File: src/rtl/vcom_pkg.sv
package vcom_pkg;
   typedef enum logic {
      POL_SOFT = 1'b0,
      POL_EXT  = 1'b1
   } pol_src_e;
endpackage

File: src/rtl/vcom_keepalive.sv
module vcom_keepalive #(
   parameter int TOGGLE_CYCLES = 25_000_000
) (
   input  logic clk,
   input  logic rst_n,
   input  logic soft_en,
   input  logic ack,
   output logic req
);
   localparam int KA_W = $clog2(TOGGLE_CYCLES);
   localparam logic [KA_W-1:0] KA_LAST = KA_W'(TOGGLE_CYCLES - 1);

   logic [KA_W-1:0] ka_cnt;

   always_ff @(posedge clk) begin
      if (!rst_n) begin
         ka_cnt <= '0;
         req    <= 1'b0;
      end else if (!soft_en || ack) begin
         ka_cnt <= '0;
         req    <= 1'b0;
      end else if (ka_cnt == KA_LAST) begin
         req    <= 1'b1;
      end else begin
         ka_cnt <= ka_cnt + 1'b1;
      end
   end
endmodule

File: src/rtl/vcom_vbit.sv
module vcom_vbit #(
   parameter bit VBIT_INIT = 1'b0
) (
   input  logic clk,
   input  logic rst_n,
   input  logic soft_en,
   input  logic ack,
   output logic vbit
);
   always_ff @(posedge clk) begin
      if (!rst_n) begin
         vbit <= VBIT_INIT;
      end else if (soft_en && ack) begin
         vbit <= ~vbit;
      end
   end
endmodule

File: src/rtl/vcom_extclk_div.sv
module vcom_extclk_div #(
   parameter int EXT_HALF_CYCLES = 12_500_000
) (
   input  logic clk,
   input  logic rst_n,
   input  logic run,
   output logic clk_out
);
   localparam int DIV_W = (EXT_HALF_CYCLES > 1) ? $clog2(EXT_HALF_CYCLES) : 1;
   localparam logic [DIV_W-1:0] DIV_LAST = DIV_W'(EXT_HALF_CYCLES - 1);

   logic [DIV_W-1:0] div_cnt;

   always_ff @(posedge clk) begin
      if (!rst_n || !run) begin
         div_cnt <= '0;
         clk_out <= 1'b0;
      end else if (div_cnt == DIV_LAST) begin
         div_cnt <= '0;
         clk_out <= ~clk_out;
      end else begin
         div_cnt <= div_cnt + 1'b1;
      end
   end
endmodule

File: src/rtl/vcom_sched.sv
module vcom_sched
   import vcom_pkg::*;
#(
   parameter int CYCLES_PER_SEC  = 50_000_000,
   parameter int TOGGLE_CYCLES   = 25_000_000,
   parameter int EXT_HALF_CYCLES = 12_500_000,
   parameter bit EXT_CLK_EN      = 1'b1,
   parameter bit VBIT_INIT       = 1'b0
) (
   input  logic clk,
   input  logic rst_n,
   input  logic ext_mode,
   input  logic cmd_sent,
   output logic vbit,
   output logic ext_clk,
   output logic toggle_req
);
   initial begin : p_param_chk
      assert (TOGGLE_CYCLES >= 2)
         else $fatal(1, "TOGGLE_CYCLES must be at least 2");
      assert (TOGGLE_CYCLES <= CYCLES_PER_SEC)
         else $fatal(1, "TOGGLE_CYCLES exceeds one second");
      assert (EXT_HALF_CYCLES >= 1)
         else $fatal(1, "EXT_HALF_CYCLES must be at least 1");
   end

   pol_src_e pol_src;
   logic     soft_en;

   assign pol_src = pol_src_e'(ext_mode);
   assign soft_en = (pol_src == POL_SOFT);

   vcom_keepalive #(.TOGGLE_CYCLES(TOGGLE_CYCLES)) u_keepalive (
      .clk     (clk),
      .rst_n   (rst_n),
      .soft_en (soft_en),
      .ack     (cmd_sent),
      .req     (toggle_req)
   );

   vcom_vbit #(.VBIT_INIT(VBIT_INIT)) u_vbit (
      .clk     (clk),
      .rst_n   (rst_n),
      .soft_en (soft_en),
      .ack     (cmd_sent),
      .vbit    (vbit)
   );

   generate
      if (EXT_CLK_EN) begin : g_extclk
         vcom_extclk_div #(.EXT_HALF_CYCLES(EXT_HALF_CYCLES)) u_div (
            .clk     (clk),
            .rst_n   (rst_n),
            .run     (pol_src == POL_EXT),
            .clk_out (ext_clk)
         );
      end else begin : g_no_extclk
         assign ext_clk = 1'b0;
      end
   endgenerate
endmodule

File: config.mk
export PLATFORM = sky130hd
export DESIGN_NAME = vcom_sched
export DESIGN_NICKNAME = d
export VERILOG_FILES = /design/src/rtl/vcom_pkg.sv /design/src/rtl/vcom_keepalive.sv /design/src/rtl/vcom_vbit.sv /design/src/rtl/vcom_extclk_div.sv /design/src/rtl/vcom_sched.sv
export SDC_FILE = /design/constraint.sdc
export NUM_CORES = 1
export LEC_CHECK = 0
export BUFFER_PORTS_ARGS = -buffer_cell sky130_fd_sc_hd__buf_2
export CORE_MARGIN = 1.5
export CORE_UTILIZATION = 60
export CTS_BUF_LIST = sky130_fd_sc_hd__clkbuf_4 sky130_fd_sc_hd__clkbuf_8
export DETAILED_ROUTE_END_ITERATION = 8
export GPL_TIMING_DRIVEN = 0
export PLACE_DENSITY = 0.85
export SLEW_MARGIN = 20
export SYNTH_ARGS = -nofsm -noshare
export SYNTH_HDL_FRONTEND = slang
export SYNTH_SLANG_ARGS = --single-unit
File: constraint.sdc
create_clock -name clk -period 5.4 [get_ports clk]
set_clock_uncertainty 0.05 [all_clocks]
set_input_delay 0.27 -clock clk [delete_from_list [all_inputs] [get_ports clk]]
set_output_delay 0.27 -clock clk [all_outputs]
set_load 0.02 [all_outputs]
==> out/results.tsv, run 1 <==
metric	value	unit
hold_violations	0	
place.port_buffers	6	
post-dp-hpwl	3599	µm
grt.total_usage	0.2369	
timing.final.ws_setup	3.084	ns
postSynthNetCount	302	
critical_path_class	reg -> reg	
yosys_register_bits	52	
power.leakage	0.0007862	µW
first_global_vias	1870	
finalMaxSlewViolations	0	
cts.repair_timing.setup_buffer_count	0	
slew_at_the_pin_closest_to_its_max_slew_limit	0.6209	ns
worst_ep_arrival_time	2.44	ns
crit_required	5.52	ns
netlist_instances	296	
final-setup-viol-count	0	
critical_path_peak_fanout	10	
netlist_area	0.002500	mm²
finalSetupTns	0	ns
grt-ovfl-total	0	
mostFrequentLayoutCells	sky130_fd_sc_hd__dfxtp_1, sky130_fd_sc_hd__nand2_1, sky130_fd_sc_hd__nor2_1, sky130_fd_sc_hd__a21oi_1, sky130_fd_sc_hd__o21ai_0	
delay_contributed_by_the_slowest_stage_of_the_critical_path	0.45	ns
antenna_cells	0	
coreArea	0.004000	mm²
synth_flop_cell	sky130_fd_sc_hd__dfxtp_1	
clock-root-buffer	sky130_fd_sc_hd__clkbuf_8	
initial_core_util	0.6250	
final.period_utilization	0.4289	
timing.fmax	0.4317	GHz
cts_buffers	5	
rsz0062_at_grt	no	
wire_length_per_cell	14.20	µm
finalWeightedCongestion	0.8082	
global_route_wire_length_before_repair	8273	µm
finish.utilization	0.6738	
fin_crit	2.316	ns
cts_max_path_buffers	2	
nets	315	
power.ir.vdd_worst	0.0001382	V
drt_pass1_iterations	4	
synth_enable_flop_cells	0	
cts_resized	0	
critical-path-top-delay-family	simple AND/OR/NAND/NOR gates	
timing.critical_path.from_type	flip-flop	
grt_start_max_net_pins	15	
hold_buffers	0	
origin_of_the_critical_flop_to_flop_path	g_extclk.u_div.div_cnt[0]	
element_type_at_the_critical_path_end	flip-flop	
outcome	finished clean	
syn_to_final_growth	7.808	%
fp.dieW	67.55	µm
drc_errors	0	
insertion_delay	0.30	ns
nFillCells	333	
critical_path.n_buffers_inverters	1	
grt_antenna_before_repair	0	
synthesis.area_per_instance	8.446	µm²
num_rows	23	
layout_commonest_cell	sky130_fd_sc_hd__dfxtp_1	
cts_sinks	52	
relSlewSlack	0.5843	
hold_crit_start	rst_n	
number_of_warnings_issued_by_yosys	0	
fp.dieH	67.55	µm
wirelength	5111	µm
dieArea	0.004563	mm²
clkSlewWorstSetupHoldPaths	0.09	ns
hold_crit_class	in -> reg	
io_pins	7	
max-cap-violations	0	
first_iter_violations	194	
number_of_vias_per_cell_after_detailed_routing	6.111	
power-per-cell-area	236.6	mW/mm²
cts_tree	done	
critical_path.cell_chain	ha_1 > nand4_2 > or2_2 > o21bai_1 > clkbuf_1 > nor2_1	
critical_path_startpoint	g_extclk.u_div.div_cnt[0]	
synthDistinctLibCells	43	
post_route_cells_drive_above_1_share	0.06774	
yosysSeqAreaShare	0.4164	
cts_htree_levels	2	
route.vias.total	2200	
postRouteAntennaNets	0	
asyncSetResetFlopFracSynth	0	
post_placement_setup_slack	3.100	ns
crit_path_top_delay_cell	sky130_fd_sc_hd__clkbuf_1	
-- synthesized netlist by cell type (4+ instances only) --
cell type / instances / share of area
sky130_fd_sc_hd__o31ai_1: 4 / 0.012
sky130_fd_sc_hd__nand4_1: 12 / 0.030
sky130_fd_sc_hd__nor2_1: 22 / 0.033
sky130_fd_sc_hd__a21oi_1: 22 / 0.044
sky130_fd_sc_hd__nor4_1: 6 / 0.015
sky130_fd_sc_hd__mux2i_1: 4 / 0.016
sky130_fd_sc_hd__xnor2_1: 12 / 0.042
sky130_fd_sc_hd__nand2_1: 29 / 0.044
sky130_fd_sc_hd__dfxtp_1: 52 / 0.42
sky130_fd_sc_hd__or3_1: 16 / 0.040
sky130_fd_sc_hd__or4_1: 5 / 0.015
sky130_fd_sc_hd__xor2_1: 6 / 0.021
sky130_fd_sc_hd__nand2b_1: 7 / 0.018
sky130_fd_sc_hd__inv_1: 7 / 0.011
sky130_fd_sc_hd__and4_1: 6 / 0.021
sky130_fd_sc_hd__nor3_1: 7 / 0.014
sky130_fd_sc_hd__o21ai_0: 19 / 0.038
sky130_fd_sc_hd__clkbuf_1: 9 / 0.014
sky130_fd_sc_hd__nand3_1: 13 / 0.026
sky130_fd_sc_hd__and2_1: 4 / 0.010
-- power breakdown --
group / switching (µW) / internal (µW)
combinational: 10.9 / 5.17
sequential: 1.41 / 385
clock: 121 / 115
-- sequential cells by signal, summed over array words and instances, names as in the netlist --
signal                  cells
u_keepalive.ka_cnt         25
g_extclk.u_div.div_cnt     24
u_keepalive.req             1
g_extclk.u_div.clk_out      1
u_vbit.vbit                 1
-- routing by layer --
| layer | up-vias | global-route usage | part of all wire |
|---|---|---|---|
| li1 | 1119 | - | - |
| met1 | 1019 | 0.3078 | 0.49 |
| met2 | 56 | 0.3873 | 0.45 |
| met3 | 6 | 0.06333 | 0.048 |
| met4 | 0 | 0.06378 | 0.010 |
| met5 | - | 0 | 0 |
-- per-stage QoR --
stage	total power [µW]	cell area [µm²]	hold slack (ns)	cells
3_3_place_gp	410.5	2592	0.3947	352
5_1_grt	654.7	2695	0.1873	360
3_5_place_dp	411.2	2592	0.4024	352
2_1_floorplan	405.3	2500	0.3417	296
6_report	637.7	2695	0.1782	360
4_1_cts	642.2	2690	0.1834	360
-- layout make-up --
class,instances,area [µm²],share of cell area
Multi-Input combinational cell,225,1384,0.5135
Sequential cell,52,1041,0.3863
Clock buffer,8,97.59,0.03621
Tap cell,50,62.56,0.02321
Buffer,12,53.80,0.01996
Timing Repair Buffer,6,30.03,0.01114
Inverter,7,26.28,0.009749
-- worst register-to-register path: stages (launching register included) --
cell,delay (ns)
sky130_fd_sc_hd__dfxtp_1,0.38
sky130_fd_sc_hd__ha_1,0.24
sky130_fd_sc_hd__nand4_2,0.19
sky130_fd_sc_hd__or2_2,0.38
sky130_fd_sc_hd__o21bai_1,0.41
sky130_fd_sc_hd__clkbuf_1,0.45
sky130_fd_sc_hd__nor2_1,0.11
-- final timing paths --
kind,slack (ns),to,depth (start not counted)
setup / recovery,3.08,g_extclk.u_div.div_cnt[3],6
hold reg to reg,0.42,g_extclk.u_div.div_cnt[0],1
setup reg to reg,3.08,g_extclk.u_div.div_cnt[3],6
hold / removal,0.18,u_vbit.vbit,2
-- kinds of logic (layout without fill, tap and decap cells) --
logic type | Yosys count | in the layout | synth area share
and+or+nand+nor | 141 | 141 | 0.3138
AOI/OAI and AO/OA | 60 | 60 | 0.1487
DFF | 52 | 52 | 0.4164
buffers and inverters | 19 | 33 | 0.03203
xor gates and xnor gates | 18 | 18 | 0.06306
muxes | 4 | 4 | 0.01602
adders and majority gates | 2 | 2 | 0.01001
Note: power is estimated with default switching activity, not from simulation.
==> run 2, diff against run 1 <==
clock period = 2.3 ns   (was 5.4 ns; I/O delays follow)
==> out/results.tsv, run 2 (synthesis gave the netlist of run 1 again) <==
metric	value	unit	change
outcome	finished clean		unchanged
fp.dieH	67.55	µm	unchanged
element_type_at_the_critical_path_end	flip-flop		unchanged
reg2regPathDepth	6		unchanged
post_route_cells_drive_above_1_share	0.07767		was 0.06774
clock-root-buffer	sky130_fd_sc_hd__clkbuf_8		unchanged
postRouteAntennaNets	0		unchanged
origin_of_the_critical_flop_to_flop_path	g_extclk.u_div.div_cnt[0]		unchanged
timing.critical_path.from_type	flip-flop		unchanged
numPlacedInstances	352		unchanged
nFillCells	330		was 333
rsz0062_at_grt	no		unchanged
post-dp-hpwl	3599	µm	unchanged
hold_crit_class	in -> reg		unchanged
max_flop_register	u_keepalive.ka_cnt		unchanged
finalMaxSlewViolations	0		unchanged
global_route_wire_length_before_repair	8273	µm	unchanged
cts_max_path_buffers	2		unchanged
wirelength	5090	µm	was 5111 µm
wire_length_per_cell	14.18	µm	was 14.20 µm
syn_to_final_growth	7.908	%	was 7.808%
hold_crit_start	rst_n		unchanged
reg_top3	u_keepalive.ka_cnt: 25 flops, g_extclk.u_div.div_cnt: 24 flops		unchanged
finalPower	1497	µW	was 637.7 µW
power.leakage	0.0007920	µW	was 0.0007862 µW
insertion_delay	0.30	ns	about the same
critical_path.cell_chain	ha_1 > nand4_2 > or4_1 > buf_2 > or3_1 > a21oi_1		was ha_1 > nand4_2 > or2_2 > o21bai_1 > clkbuf_1 > nor2_1
power.ir.vdd_worst	0.0003245	V	was 0.0001382 V
finish.cell_count_without_fillers	359		was 360
grt.total_usage	0.2369		unchanged
whs_endpoint	u_vbit.vbit		unchanged
cts.repair_timing.setup_buffer_count	0		unchanged
first_global_vias	1870		unchanged
drc_errors	0		unchanged
final.period_utilization	0.9231		was 0.4289
cts_htree_levels	2		unchanged
crit_required	2.49	ns	was 5.52 ns
initial_core_util	0.6250		unchanged
mostFrequentLayoutCells	sky130_fd_sc_hd__dfxtp_1, sky130_fd_sc_hd__nand2_1, sky130_fd_sc_hd__nor2_1, sky130_fd_sc_hd__a21oi_1, sky130_fd_sc_hd__o21ai_0		unchanged
worst_ep_arrival_time	2.31	ns	was 2.44 ns
antenna_cells	0		unchanged
fin_crit	2.123	ns	was 2.316 ns
first_iter_violations	212		was 194
slew_at_the_pin_closest_to_its_max_slew_limit	0.6233	ns	was 0.6209 ns
place.port_buffers	6		unchanged
io_pins	7		unchanged
clkSlewWorstSetupHoldPaths	0.09	ns	about the same
final-setup-viol-count	0		unchanged
power-per-cell-area	555.1	mW/mm²	was 236.6 mW/mm²
fp.dieW	67.55	µm	unchanged
route.vias.total	2190		was 2200
crit_path_top_delay_cell	sky130_fd_sc_hd__or4_1		was sky130_fd_sc_hd__clkbuf_1
dieArea	0.004563	mm²	unchanged
cts_buffers	5		unchanged
finalWeightedCongestion	0.8082		unchanged
cts_tree	done		unchanged
grt-ovfl-total	0		unchanged
critical_path_class	reg -> reg		unchanged
critical_path_peak_fanout	8		was 10
cts_sinks	52		unchanged
relSlewSlack	0.5827		was 0.5843
holdPathStages	2		unchanged
number_of_vias_per_cell_after_detailed_routing	6.100		was 6.111
rrSetupSlack	0.18	ns	was 3.08 ns
largest_register_ffs	25		unchanged
grt_start_max_net_pins	15		unchanged
coreArea	0.004000	mm²	unchanged
finish.utilization	0.6744		was 0.6738
critical_path.reg2reg.endpoint	g_extclk.u_div.div_cnt[22]		was g_extclk.u_div.div_cnt[3]
drt_pass1_iterations	4		unchanged
num_rows	23		unchanged
delay_contributed_by_the_slowest_stage_of_the_critical_path	0.56	ns	was 0.45 ns
nets	314		was 315
finalSetupTns	0	ns	unchanged
grt_antenna_before_repair	0		unchanged
max-cap-violations	0		unchanged
layout_commonest_cell	sky130_fd_sc_hd__dfxtp_1		unchanged
timing.fmax	0.4710	GHz	was 0.4317 GHz
hold_violations	0		unchanged
## run 2: area by class of cell
cell class,count,area [µm²],share of cell area
tap,50,62.56,0.02319
inverter,7,26.28,0.009740
sequential,52,1041,0.3859
timing repair buffer,6,30.03,0.01113
buffer,11,52.55,0.01948
multi-input combinational,225,1388,0.5144
clock buffer,8,97.59,0.03618
## run 2: power breakdown
| part | switching [µW] | total [µW] | leakage (µW) | internal [µW] |
|---|---|---|---|---|
| clock network | 282 | 552 | 0.0000523 | 270 |
| registers | 3.30 | 907 | 0.000419 | 903 |
| logic | 25.9 | 38.8 | 0.000320 | 12.9 |
## run 2: worst max-delay path by stage
stage / from / endpoint / slack (ns)
finish: g_extclk.u_div.div_cnt[0] / g_extclk.u_div.div_cnt[22] / 0.18
global route: u_keepalive.ka_cnt[0] / u_keepalive.ka_cnt[22] / 0.03
CTS: g_extclk.u_div.div_cnt[0] / g_extclk.u_div.div_cnt[7] / 0.14
detailed placement: g_extclk.u_div.div_cnt[0] / g_extclk.u_div.div_cnt[3] / -0.00007
global placement: g_extclk.u_div.div_cnt[0] / g_extclk.u_div.div_cnt[5] / 0.07
floorplan: g_extclk.u_div.div_cnt[0] / g_extclk.u_div.div_cnt[18] / 0.35
## run 2: worst max-delay path: cells and delay by family, from the launching register on
family | cells | cell delay [ns]
compound gates | 1 | 0.13
fa+ha+maj | 1 | 0.24
buf+inv | 1 | 0.17
flops | 1 | 0.38
simple gates | 3 | 1.09
## run 2: per-stage QoR
stage | instance area, µm² | hold slack [ns] | setup slack (ns)
after global placement | 2592 | 0.3088 | 0.07476
after floorplan | 2500 | 0.1867 | 0.3535
after CTS | 2693 | 0.02845 | 0.1434
after detailed placement | 2592 | 0.3435 | -0.00007083
final | 2698 | 0.02126 | 0.1769
after global routing | 2698 | 0.03229 | 0.02896
## run 2: routing by layer
metal	GRT usage	up-vias	routed length, µm
li1	-	1121	-
met1	0.3078	999	2500
met2	0.3873	62	2250
met3	0.06333	8	271
met4	0.06378	0	68
met5	0	-	0
## run 2: repair_timing
item,in CTS,in global routing
hold buffers,0,0
gates resized for setup,2,1
endpoints found under the setup margin,3,9
